<file path="src/rtl/pdt_pkg.sv">
package pdt_pkg;

  typedef enum logic {ST_IDLE = 1'b0, ST_RUN = 1'b1} run_state_e;

  // Index of the channel whose acknowledge feeds a chained channel.
  function automatic int prev_chan(input int idx, input int nch);
    return (idx == 0) ? nch - 1 : idx - 1;
  endfunction

endpackage

</file>
<file path="src/rtl/pdt_prescaler.sv">
module pdt_prescaler #(
  parameter int SEL_W = 2
) (
  input  logic             clk,
  input  logic             rst_n,
  input  logic             restart,
  input  logic             run,
  input  logic [SEL_W-1:0] div_sel,
  output logic             tick
);
  localparam int PW = (1 << SEL_W) - 1;

  logic [PW-1:0] pcnt_q, pcnt_d, limit;

  always_comb begin
    for (int b = 0; b < PW; b++) limit[b] = (b < int'(div_sel));
    tick = run && !restart && (pcnt_q == limit);
    if (restart || !run || tick) pcnt_d = '0;
    else                         pcnt_d = pcnt_q + 1'b1;
  end

  always_ff @(posedge clk or negedge rst_n) begin
    if (!rst_n) pcnt_q <= '0;
    else        pcnt_q <= pcnt_d;
  end

endmodule

</file>
<file path="src/rtl/pdt_counter.sv">
module pdt_counter #(
  parameter int CNT_W = 16
) (
  input  logic             clk,
  input  logic             rst_n,
  input  logic             start,
  input  logic             tick,
  input  logic             cont,
  input  logic [CNT_W-1:0] end_val,
  output logic [CNT_W-1:0] cnt,
  output logic             running,
  output logic             new_cycle
);
  import pdt_pkg::*;

  run_state_e       st_q, st_d;
  logic [CNT_W-1:0] cnt_q, cnt_d;
  logic             at_end;

  always_comb begin
    st_d   = st_q;
    cnt_d  = cnt_q;
    at_end = (st_q == ST_RUN) && tick && (cnt_q >= end_val);
    if (start) begin
      st_d  = ST_RUN;
      cnt_d = '0;
    end else if (at_end) begin
      cnt_d = '0;
      if (!cont) st_d = ST_IDLE;
    end else if ((st_q == ST_RUN) && tick) begin
      cnt_d = cnt_q + 1'b1;
    end
  end

  always_ff @(posedge clk or negedge rst_n) begin
    if (!rst_n) begin
      st_q  <= ST_IDLE;
      cnt_q <= '0;
    end else begin
      st_q  <= st_d;
      cnt_q <= cnt_d;
    end
  end

  assign cnt       = cnt_q;
  assign running   = (st_q == ST_RUN);
  assign new_cycle = start | (at_end & cont);

endmodule

</file>
<file path="src/rtl/pdt_chan.sv">
module pdt_chan #(
  parameter int CNT_W = 16
) (
  input  logic             clk,
  input  logic             rst_n,
  input  logic             armed,
  input  logic             step,
  input  logic             new_cycle,
  input  logic [CNT_W-1:0] cnt,
  input  logic [CNT_W-1:0] dly,
  input  logic             ch_en,
  input  logic             out_en,
  input  logic             chain,
  input  logic             ack_prev,
  input  logic             ack_self,
  output logic             pulse,
  output logic             err
);
  logic fire, issue;
  logic fired_q, fired_d;
  logic busy_q, busy_d;
  logic pulse_q;

  always_comb begin
    fire    = armed & ch_en & ~fired_q &
              (chain ? ack_prev : (step & (cnt == dly)));
    issue   = fire & out_en;
    fired_d = new_cycle ? 1'b0 : (fired_q | fire);
    busy_d  = issue ? 1'b1 : (ack_self ? 1'b0 : busy_q);
    err     = issue & busy_q & ~ack_self;
  end

  always_ff @(posedge clk or negedge rst_n) begin
    if (!rst_n) begin
      fired_q <= 1'b0;
      busy_q  <= 1'b0;
      pulse_q <= 1'b0;
    end else begin
      fired_q <= fired_d;
      busy_q  <= busy_d;
      pulse_q <= issue;
    end
  end

  assign pulse = pulse_q;

endmodule

</file>
<file path="src/rtl/pretrig_timer.sv">
module pretrig_timer #(
  parameter int CNT_W = 16,
  parameter int NCH   = 4,
  parameter int SEL_W = 2
) (
  input  logic                 clk,
  input  logic                 rst_n,
  input  logic                 sw_trig,
  input  logic                 load_cmd,
  input  logic                 load_imm,
  input  logic                 cont_mode,
  input  logic [SEL_W-1:0]     div_sel,
  input  logic [CNT_W-1:0]     modulus,
  input  logic [CNT_W-1:0]     irq_dly,
  input  logic [NCH*CNT_W-1:0] chan_dly,
  input  logic [NCH-1:0]       chan_en,
  input  logic [NCH-1:0]       chan_oe,
  input  logic [NCH-1:0]       chan_chain,
  input  logic [NCH-1:0]       conv_ack,
  input  logic                 irq_en,
  input  logic                 flag_clr,
  output logic [NCH-1:0]       pretrig,
  output logic                 busy,
  output logic                 dly_flag,
  output logic                 dly_irq,
  output logic                 seq_err
);
  localparam int DW = NCH * CNT_W;

  // Shadow copies of the buffered values
  logic [CNT_W-1:0] mod_sh, idly_sh;
  logic [DW-1:0]    cdly_sh;
  logic             load_now;

  assign load_now = load_cmd | load_imm;

  always_ff @(posedge clk or negedge rst_n) begin
    if (!rst_n) begin
      mod_sh  <= '0;
      idly_sh <= '0;
      cdly_sh <= '0;
    end else if (load_now) begin
      mod_sh  <= modulus;
      idly_sh <= irq_dly;
      cdly_sh <= chan_dly;
    end
  end

  // Time base
  logic             tick, running, new_cycle, armed;
  logic [CNT_W-1:0] cnt;

  pdt_prescaler #(.SEL_W(SEL_W)) u_psc (
    .clk     (clk),
    .rst_n   (rst_n),
    .restart (sw_trig),
    .run     (running),
    .div_sel (div_sel),
    .tick    (tick)
  );

  pdt_counter #(.CNT_W(CNT_W)) u_cnt (
    .clk       (clk),
    .rst_n     (rst_n),
    .start     (sw_trig),
    .tick      (tick),
    .cont      (cont_mode),
    .end_val   (mod_sh),
    .cnt       (cnt),
    .running   (running),
    .new_cycle (new_cycle)
  );

  assign armed = running & ~sw_trig;

  // Pre-trigger channels
  logic [NCH-1:0] err_vec;

  for (genvar g = 0; g < NCH; g++) begin : g_ch
    localparam int PI = pdt_pkg::prev_chan(g, NCH);
    pdt_chan #(.CNT_W(CNT_W)) u_ch (
      .clk       (clk),
      .rst_n     (rst_n),
      .armed     (armed),
      .step      (tick),
      .new_cycle (new_cycle),
      .cnt       (cnt),
      .dly       (cdly_sh[g*CNT_W +: CNT_W]),
      .ch_en     (chan_en[g]),
      .out_en    (chan_oe[g]),
      .chain     (chan_chain[g]),
      .ack_prev  (conv_ack[PI]),
      .ack_self  (conv_ack[g]),
      .pulse     (pretrig[g]),
      .err       (err_vec[g])
    );
  end

  // Sticky flags
  logic flag_q, flag_d, serr_q, serr_d, dly_hit;

  always_comb begin
    dly_hit = tick & (cnt == idly_sh);
    flag_d  = dly_hit ? 1'b1 : (flag_clr ? 1'b0 : flag_q);
    serr_d  = (|err_vec) ? 1'b1 : (flag_clr ? 1'b0 : serr_q);
  end

  always_ff @(posedge clk or negedge rst_n) begin
    if (!rst_n) begin
      flag_q <= 1'b0;
      serr_q <= 1'b0;
    end else begin
      flag_q <= flag_d;
      serr_q <= serr_d;
    end
  end

  assign busy     = running;
  assign dly_flag = flag_q;
  assign dly_irq  = flag_q & irq_en;
  assign seq_err  = serr_q;

endmodule

</file>
<file path="config.mk">
export PLATFORM = sky130hd
export DESIGN_NAME = pretrig_timer
export DESIGN_NICKNAME = d
export VERILOG_FILES = /design/src/rtl/pdt_pkg.sv /design/src/rtl/pdt_prescaler.sv /design/src/rtl/pdt_counter.sv /design/src/rtl/pdt_chan.sv /design/src/rtl/pretrig_timer.sv
export SDC_FILE = /design/constraint.sdc
export NUM_CORES = 1
export LEC_CHECK = 0
export BUFFER_PORTS_ARGS = -buffer_cell sky130_fd_sc_hd__buf_2
export CORE_ASPECT_RATIO = 0.75
export CORE_MARGIN = 3
export CORE_UTILIZATION = 47
export CTS_CLUSTER_DIAMETER = 50
export DETAILED_ROUTE_END_ITERATION = 10
export PLACE_DENSITY = 0.7
export SLEW_MARGIN = 20
export SYNTH_ARGS = -nofsm -noshare
export SYNTH_HDL_FRONTEND = slang
export SYNTH_SLANG_ARGS = --single-unit
</file>
<file path="constraint.sdc">
create_clock -name clk -period 2.5 [get_ports clk]
set_input_delay 0.375 -clock clk [delete_from_list [all_inputs] [get_ports clk]]
set_output_delay 0.375 -clock clk [all_outputs]
set_load 0.005 [all_outputs]
</file>
After elaboration in Yosys (flattened, before gate mapping)
Cells that the tools add are included.
{"block": "op_classes", "addsub": 2, "reduce_logical": 18, "bitwise": 47, "div": 0, "mux": 26, "magnitude_cmp": 4, "n_eq_ne": 7, "n_shift": 0, "n_mul": 0}
{"cell": "== test 16 bit", "count": 5}
{"cell": "two-way mux 16 bit", "count": 3}
{"cell": "bitwise AND 1 bit", "count": 32}
{"cell": "two-way mux 1 bit", "count": 22}
{"cell": "adder 16 x 1 -> 16 bit (second input constant)", "count": 1}
{"cell": "greater-or-equal comparator 16 bit", "count": 1}
{"cell": "nonzero test 2 bit", "count": 7}
{"cell": "NOT 1 bit", "count": 9}
{"cell": "OR 1 bit", "count": 6}
{"cell": "logical AND 1 bit", "count": 4}
{"cell": "< comparator 1 x 2 -> 1 bit (first input constant)", "count": 2}
{"cell": "OR reduction 4 bit", "count": 1}
{"cell": "adder 3 x 1 -> 3 bit (second input constant)", "count": 1}
{"cell": "== test 3 bit", "count": 1}
{"cell": "two-way mux 3 bit", "count": 1}
{"cell": "nonzero test 3 bit", "count": 1}
{"cell": "logical NOT 1 bit", "count": 2}
{"cell": "logical OR 1 bit", "count": 2}
{"cell": "< comparator 2 bit (first input constant)", "count": 1}
{"cell": "!= test 2 bit (second input constant)", "count": 1}
{"cell": "AND reduction 2 bit", "count": 1}
{"block": "totals", "out_inout_bits": 8, "memories": 0, "ff_bits": 130, "input_bits": 122, "ram_bits": 0, "latchBits": 0, "romBits": 0, "elab_cells": 124}

Longest topological paths before layout
{"block": "logic_depth", "depth_word": 11, "ltp_mapped": 10, "ltp_nobuf": 8}

Cells and area by module
From an unflattened synthesis, not the netlist that was laid out.
{"block": "unflattened", "hier_cells": 558, "hier_area_um2": 6935.4}
{"module": "pretrig_timer", "cells_each": 234, "n_inst": 1, "seq_area_each_um2": 2452.4, "area_per_inst_um2": 3987.6}
{"module": "pdt_chan", "cells_each": 43, "n_inst": 4, "seq_area_each_um2": 75.1, "area_per_inst_um2": 374.1}
{"module": "pdt_counter", "cells_each": 135, "n_inst": 1, "seq_area_each_um2": 425.4, "area_per_inst_um2": 1265.0}
{"module": "pdt_prescaler", "cells_each": 17, "n_inst": 1, "seq_area_each_um2": 75.1, "area_per_inst_um2": 186.4}

Worst setup path after synthesis
Ideal clock, no wire load.
{"block": "synth_path", "path_kind": "register to register", "startpoint": "reg u_cnt.cnt_q[13] (netlist: u_cnt.cnt[13])", "endpoint": "reg u_cnt.cnt_q[8] (netlist: u_cnt.cnt[8])", "path_slack_ps": 516, "required_time_ps": 2429, "t_arrival_ps": 1912, "setup_ps": 71, "period_less_slack_ps": 1984, "path_buffers": 1, "stages_incl_launch_ff": 9, "path_cell_list": "dfrtp_1 > ha_1 > a21o_1 > a21o_1 > a221oi_1 > o221a_2 > o21ai_1 > buf_2 > nor2_1"}
{"block": "synth_between", "elab_chain_len": 4, "elab_cells_between_ends": 5, "classes_between": "1 x order compare; 2 x mux; 2 x reduce/logical"}
{"item": "start: declaration", "line": "pdt_counter.sv:17", "text": "logic [CNT_W-1:0] cnt_q, cnt_d;"}
{"item": "start signal: assignment", "line": "pdt_counter.sv:41", "text": "cnt_q <= cnt_d;"}
{"item": "greater-or-equal comparator 16 bit (*)", "line": "pdt_counter.sv:23", "text": "at_end = (st_q == ST_RUN) && tick && (cnt_q >= end_val);"}
{"item": "logical AND 1 bit (*)", "line": "pdt_counter.sv:23"}
{"item": "two-way mux 16 bit", "line": "pdt_counter.sv:27", "text": "end else if (at_end) begin"}
{"item": "two-way mux 16 bit", "line": "pdt_counter.sv:24", "text": "if (start) begin"}
Mark *: on every way between the ends. The rest lies on a longest branch, timed or not.
A chain may end at the register's enable or synchronous reset.

Worst setup path after layout
{"block": "layout_path", "startpoint": "reg u_cnt.cnt_q[8] (netlist: u_cnt.cnt[8])", "endpoint": "reg u_cnt.cnt_q[6] (netlist: u_cnt.cnt[6])"}
Same word-level chain as after synthesis.

==> summary.txt <==
Hold path
  • Worst min path class: input pin to asynchronous set/reset pin

Route
  • Drt drc: 0
  • WL/cell: 18.71 um
  • Final WL: 16,320 um
  • DR vias/cell: 5.423
  • TritonRoute pass-1 iters: 4
  • Iteration-0 DRC Markers: 264
  • Vias: 4,729
  • Antenna Nets Post-Route: 0

Clocking
  • CTS tree: yes
  • Clk slew on worst S/H paths: 0.06 ns
  • # clock sinks: 130
  • Resized cells post-CTS: 0
  • CTS Root Cell: clkbuf_16
  • CTS Hold Bufs: 0
  • Setup bufs post-CTS: 0
  • Cts bufs inserted: 17
  • Worst-skew pair later-pin latency: 0.41 ns
  • CTS Buffer Depth: 2
  • H-tree depth: 4

Yosys
  • Syn nets: 691
  • Ys Warns: 0
  • Yosys top cell area share: 48.24%
  • Top-count cell post-synth: dfrtp_1
  • Post-synth EDFFs: 0
  • Synth area leaders: dfrtp_1, mux2_2, xor2_1
  • Synth cell count leaders: dfrtp_1, mux2_2, xor2_1, xnor2_1
  • Leading area contributor after synthesis: dfrtp_1
  • Syn avg cell area: 12.24 um2
  • Synthesized flop and latch total: 130
  • Top FF cell, synth: dfrtp_1
  • Sequential area share after synthesis: 48.24%
  • Post-Synthesis Cells: 551
  • Synth cell types: 59
  • Synth Cell Area: 6744 um2
  • Asr flop ratio synth: 100.0%

Die
  • Die area: 15,840 um2
  • Top Ports: 130
  • Row count: 37
  • Initial core utilization: 48.56%
  • Die height: 109.7 um
  • Std-Cell Core Area: 13,890 um2
  • Die Span X: 144.3 um

Worst setup path
  • Setup CP Type: flip-flop to flip-flop
  • Type of origin of the critical path: flip-flop
  • Crit-path slowest cell: dfrtp_1
  • Reg2Reg Depth: 8
  • CP Data Required Time: 2.79 ns
  • CP dominant cell by count: nor2_1
  • Arr. time, crit path: 2.58 ns
  • Crit-path cells: ha_1 -> nand4_1 -> nor2_1 -> o2111ai_1 -> o221a_2 -> o21ai_1 -> buf_4 -> nor2_1
  • Worst setup EP type: flip-flop
  • CP max FO: 13
  • Crit path largest cell delay: 0.56 ns

Global route
  • Initial antenna violation count: 0
  • Vias in the first global route: 4,993
  • Final global-route overflow total: 0
  • Total GRT Usage: 21.40%
  • Largest net degree at the start of global routing: 47
  • First-pass GRT wire length: 25,830 um

Pwr
  • Max VDD drop: 0.5083 mV
  • Static leakage: 3.863 nW
  • PD cells: 651.4 nW/um2

STA
  • Fin Hold WS: -0.01986 ns
  • Max-slew violation count: 0
  • TNS Setup: 0 ns
  • Slew headroom: 56.06%
  • Fmax: 436.6 MHz
  • Worst Tran Pin Value: 0.6591 ns
  • Setup violations, final: 0
  • Period minus WS final: 2.290 ns
  • Hold Fails Final Rpt: 9
  • RSZ-0062 raised after global routing: false
  • Setup Skew: 0.007978 ns
  • Period utilization: 91.61%

Place
  • DP HPWL: 12,170 um
  • Placer Congestion: 0.8527
  • Placed insts: 841
  • IO buf count: 129

Outcome
  • Status: complete, but fails checks
  • Failing checks: hold timing

Final layout
  • Layout Cells excl Fill: 872
  • FF+latch area: 3253 um2
  • Fillcell total: 1,184
  • N_diodes: 0
  • Layout area overhead: 20.52%
  • Nets: 825
  • Layout cells sized above 1: 42.04%
  • Area occupied by multi-input gates: 3182 um2

Flow run
  • Max-cap violation count: 0
metrics by stage:
step / setup WS (ns) / instance area, um2 / utilization [%] / hold WS, ns / power [W]
after CTS: 0.1936 / 8128 / 58.52 / 0.002135 / 0.005336
after detailed placement: 0.2526 / 7585 / 54.61 / 0.4378 / 0.003052
after global routing: 0.1093 / 8128 / 58.52 / 0.02494 / 0.005526
after global placement: 0.2888 / 7585 / 54.61 / 0.4344 / 0.003022
final: 0.2098 / 8128 / 58.52 / -0.01986 / 0.005295
after floorplan: 0.5164 / 6744 / - / 0.07941 / 0.002774
worst max-delay path: cells and delay by family (launching register included):
family          cells  cell delay (ns)
compound gates      3             0.66
simple gates        3             0.35
flops               1             0.56
fa+ha+maj           1             0.38
buf+inv             1             0.22
logic make-up after synthesis:
family                   after synthesis  share of synthesized area, %
AND/OR/NAND/NOR                      108                         9.629
flip-flops                           130                         48.24
AO/OA/AOI/OAI                         49                         5.752
buffers and inverters                 56                         4.694
XOR/XNOR                              94                         12.32
adder cells (fa/ha/maj)               18                         3.340
multiplexers                          96                         16.03
final timing paths:
check                                   to  slack, ns    startpoint
min in group clk                  dly_flag       0.18      flag_clr
min reg2reg                     mod_sh[13]       0.50    mod_sh[13]
max                           u_cnt.cnt[6]       0.21  u_cnt.cnt[8]
max in group asynchronous      cdly_sh[44]       1.82         rst_n
max reg2reg                   u_cnt.cnt[6]       0.21  u_cnt.cnt[8]
min                        u_psc.pcnt_q[0]      -0.02         rst_n
routing by layer:
layer	share of wire [%]	wire length (um)	track usage (%)
met2	46	7495	33.01
met4	1.0	168	6.258
met1	46	7584	30.20
met5	0	0	0
met3	6.6	1070	5.087
layout by cell type (no fill, tap or decap), types with 2 or more instances in the layout:
cell type / count
a211oi_1: 4
a21o_1: 9
a21oi_1: 4
a31oi_1: 2
and2_1: 3
and3_1: 3
buf_12: 4
buf_2: 128
buf_4: 17
clkbuf_16: 17
clkinv_2: 7
clkinv_4: 5
dfrtp_1: 130
ha_1: 18
inv_1: 22
mux2_2: 96
nand2_1: 16
nand2b_1: 5
nand3_1: 7
nand3b_1: 2
nand4_1: 16
nor2_1: 21
nor2b_1: 5
nor3_1: 2
nor4_1: 9
nor4_2: 4
nor4b_1: 2
o2111ai_1: 7
o21ai_0: 5
o31ai_1: 2
or2_1: 2
xnor2_1: 34
xor2_1: 59
state kept, by name (all words and copies together) (netlist names):
name,flops
cdly_sh,64
dly_flag,1
g_ch.u_ch.busy_q,4
g_ch.u_ch.fired_q,4
g_ch.u_ch.pulse,4
idly_sh,16
mod_sh,16
seq_err,1
u_cnt.cnt,16
u_cnt.running,1
u_psc.pcnt_q,3
area by class of cell:
| class | count | share of cell area (%) |
|---|---|---|
| clock inverters | 14 | 1.447 |
| well taps | 175 | 2.694 |
| multi-input cells | 365 | 39.15 |
| inverters | 22 | 1.016 |
| repair buffers | 149 | 10.44 |
| flip-flops and latches | 130 | 40.02 |
| clock buffers | 17 | 5.234 |
report_power, final:
group          switching, W  internal [W]  total, W  leakage, nW
registers          0.000126       0.00226   0.00238         1.58
logic              0.000293      0.000337  0.000630         2.00
clock network      0.000928       0.00136   0.00228        0.276
Power figures use the tool's default switching activity.
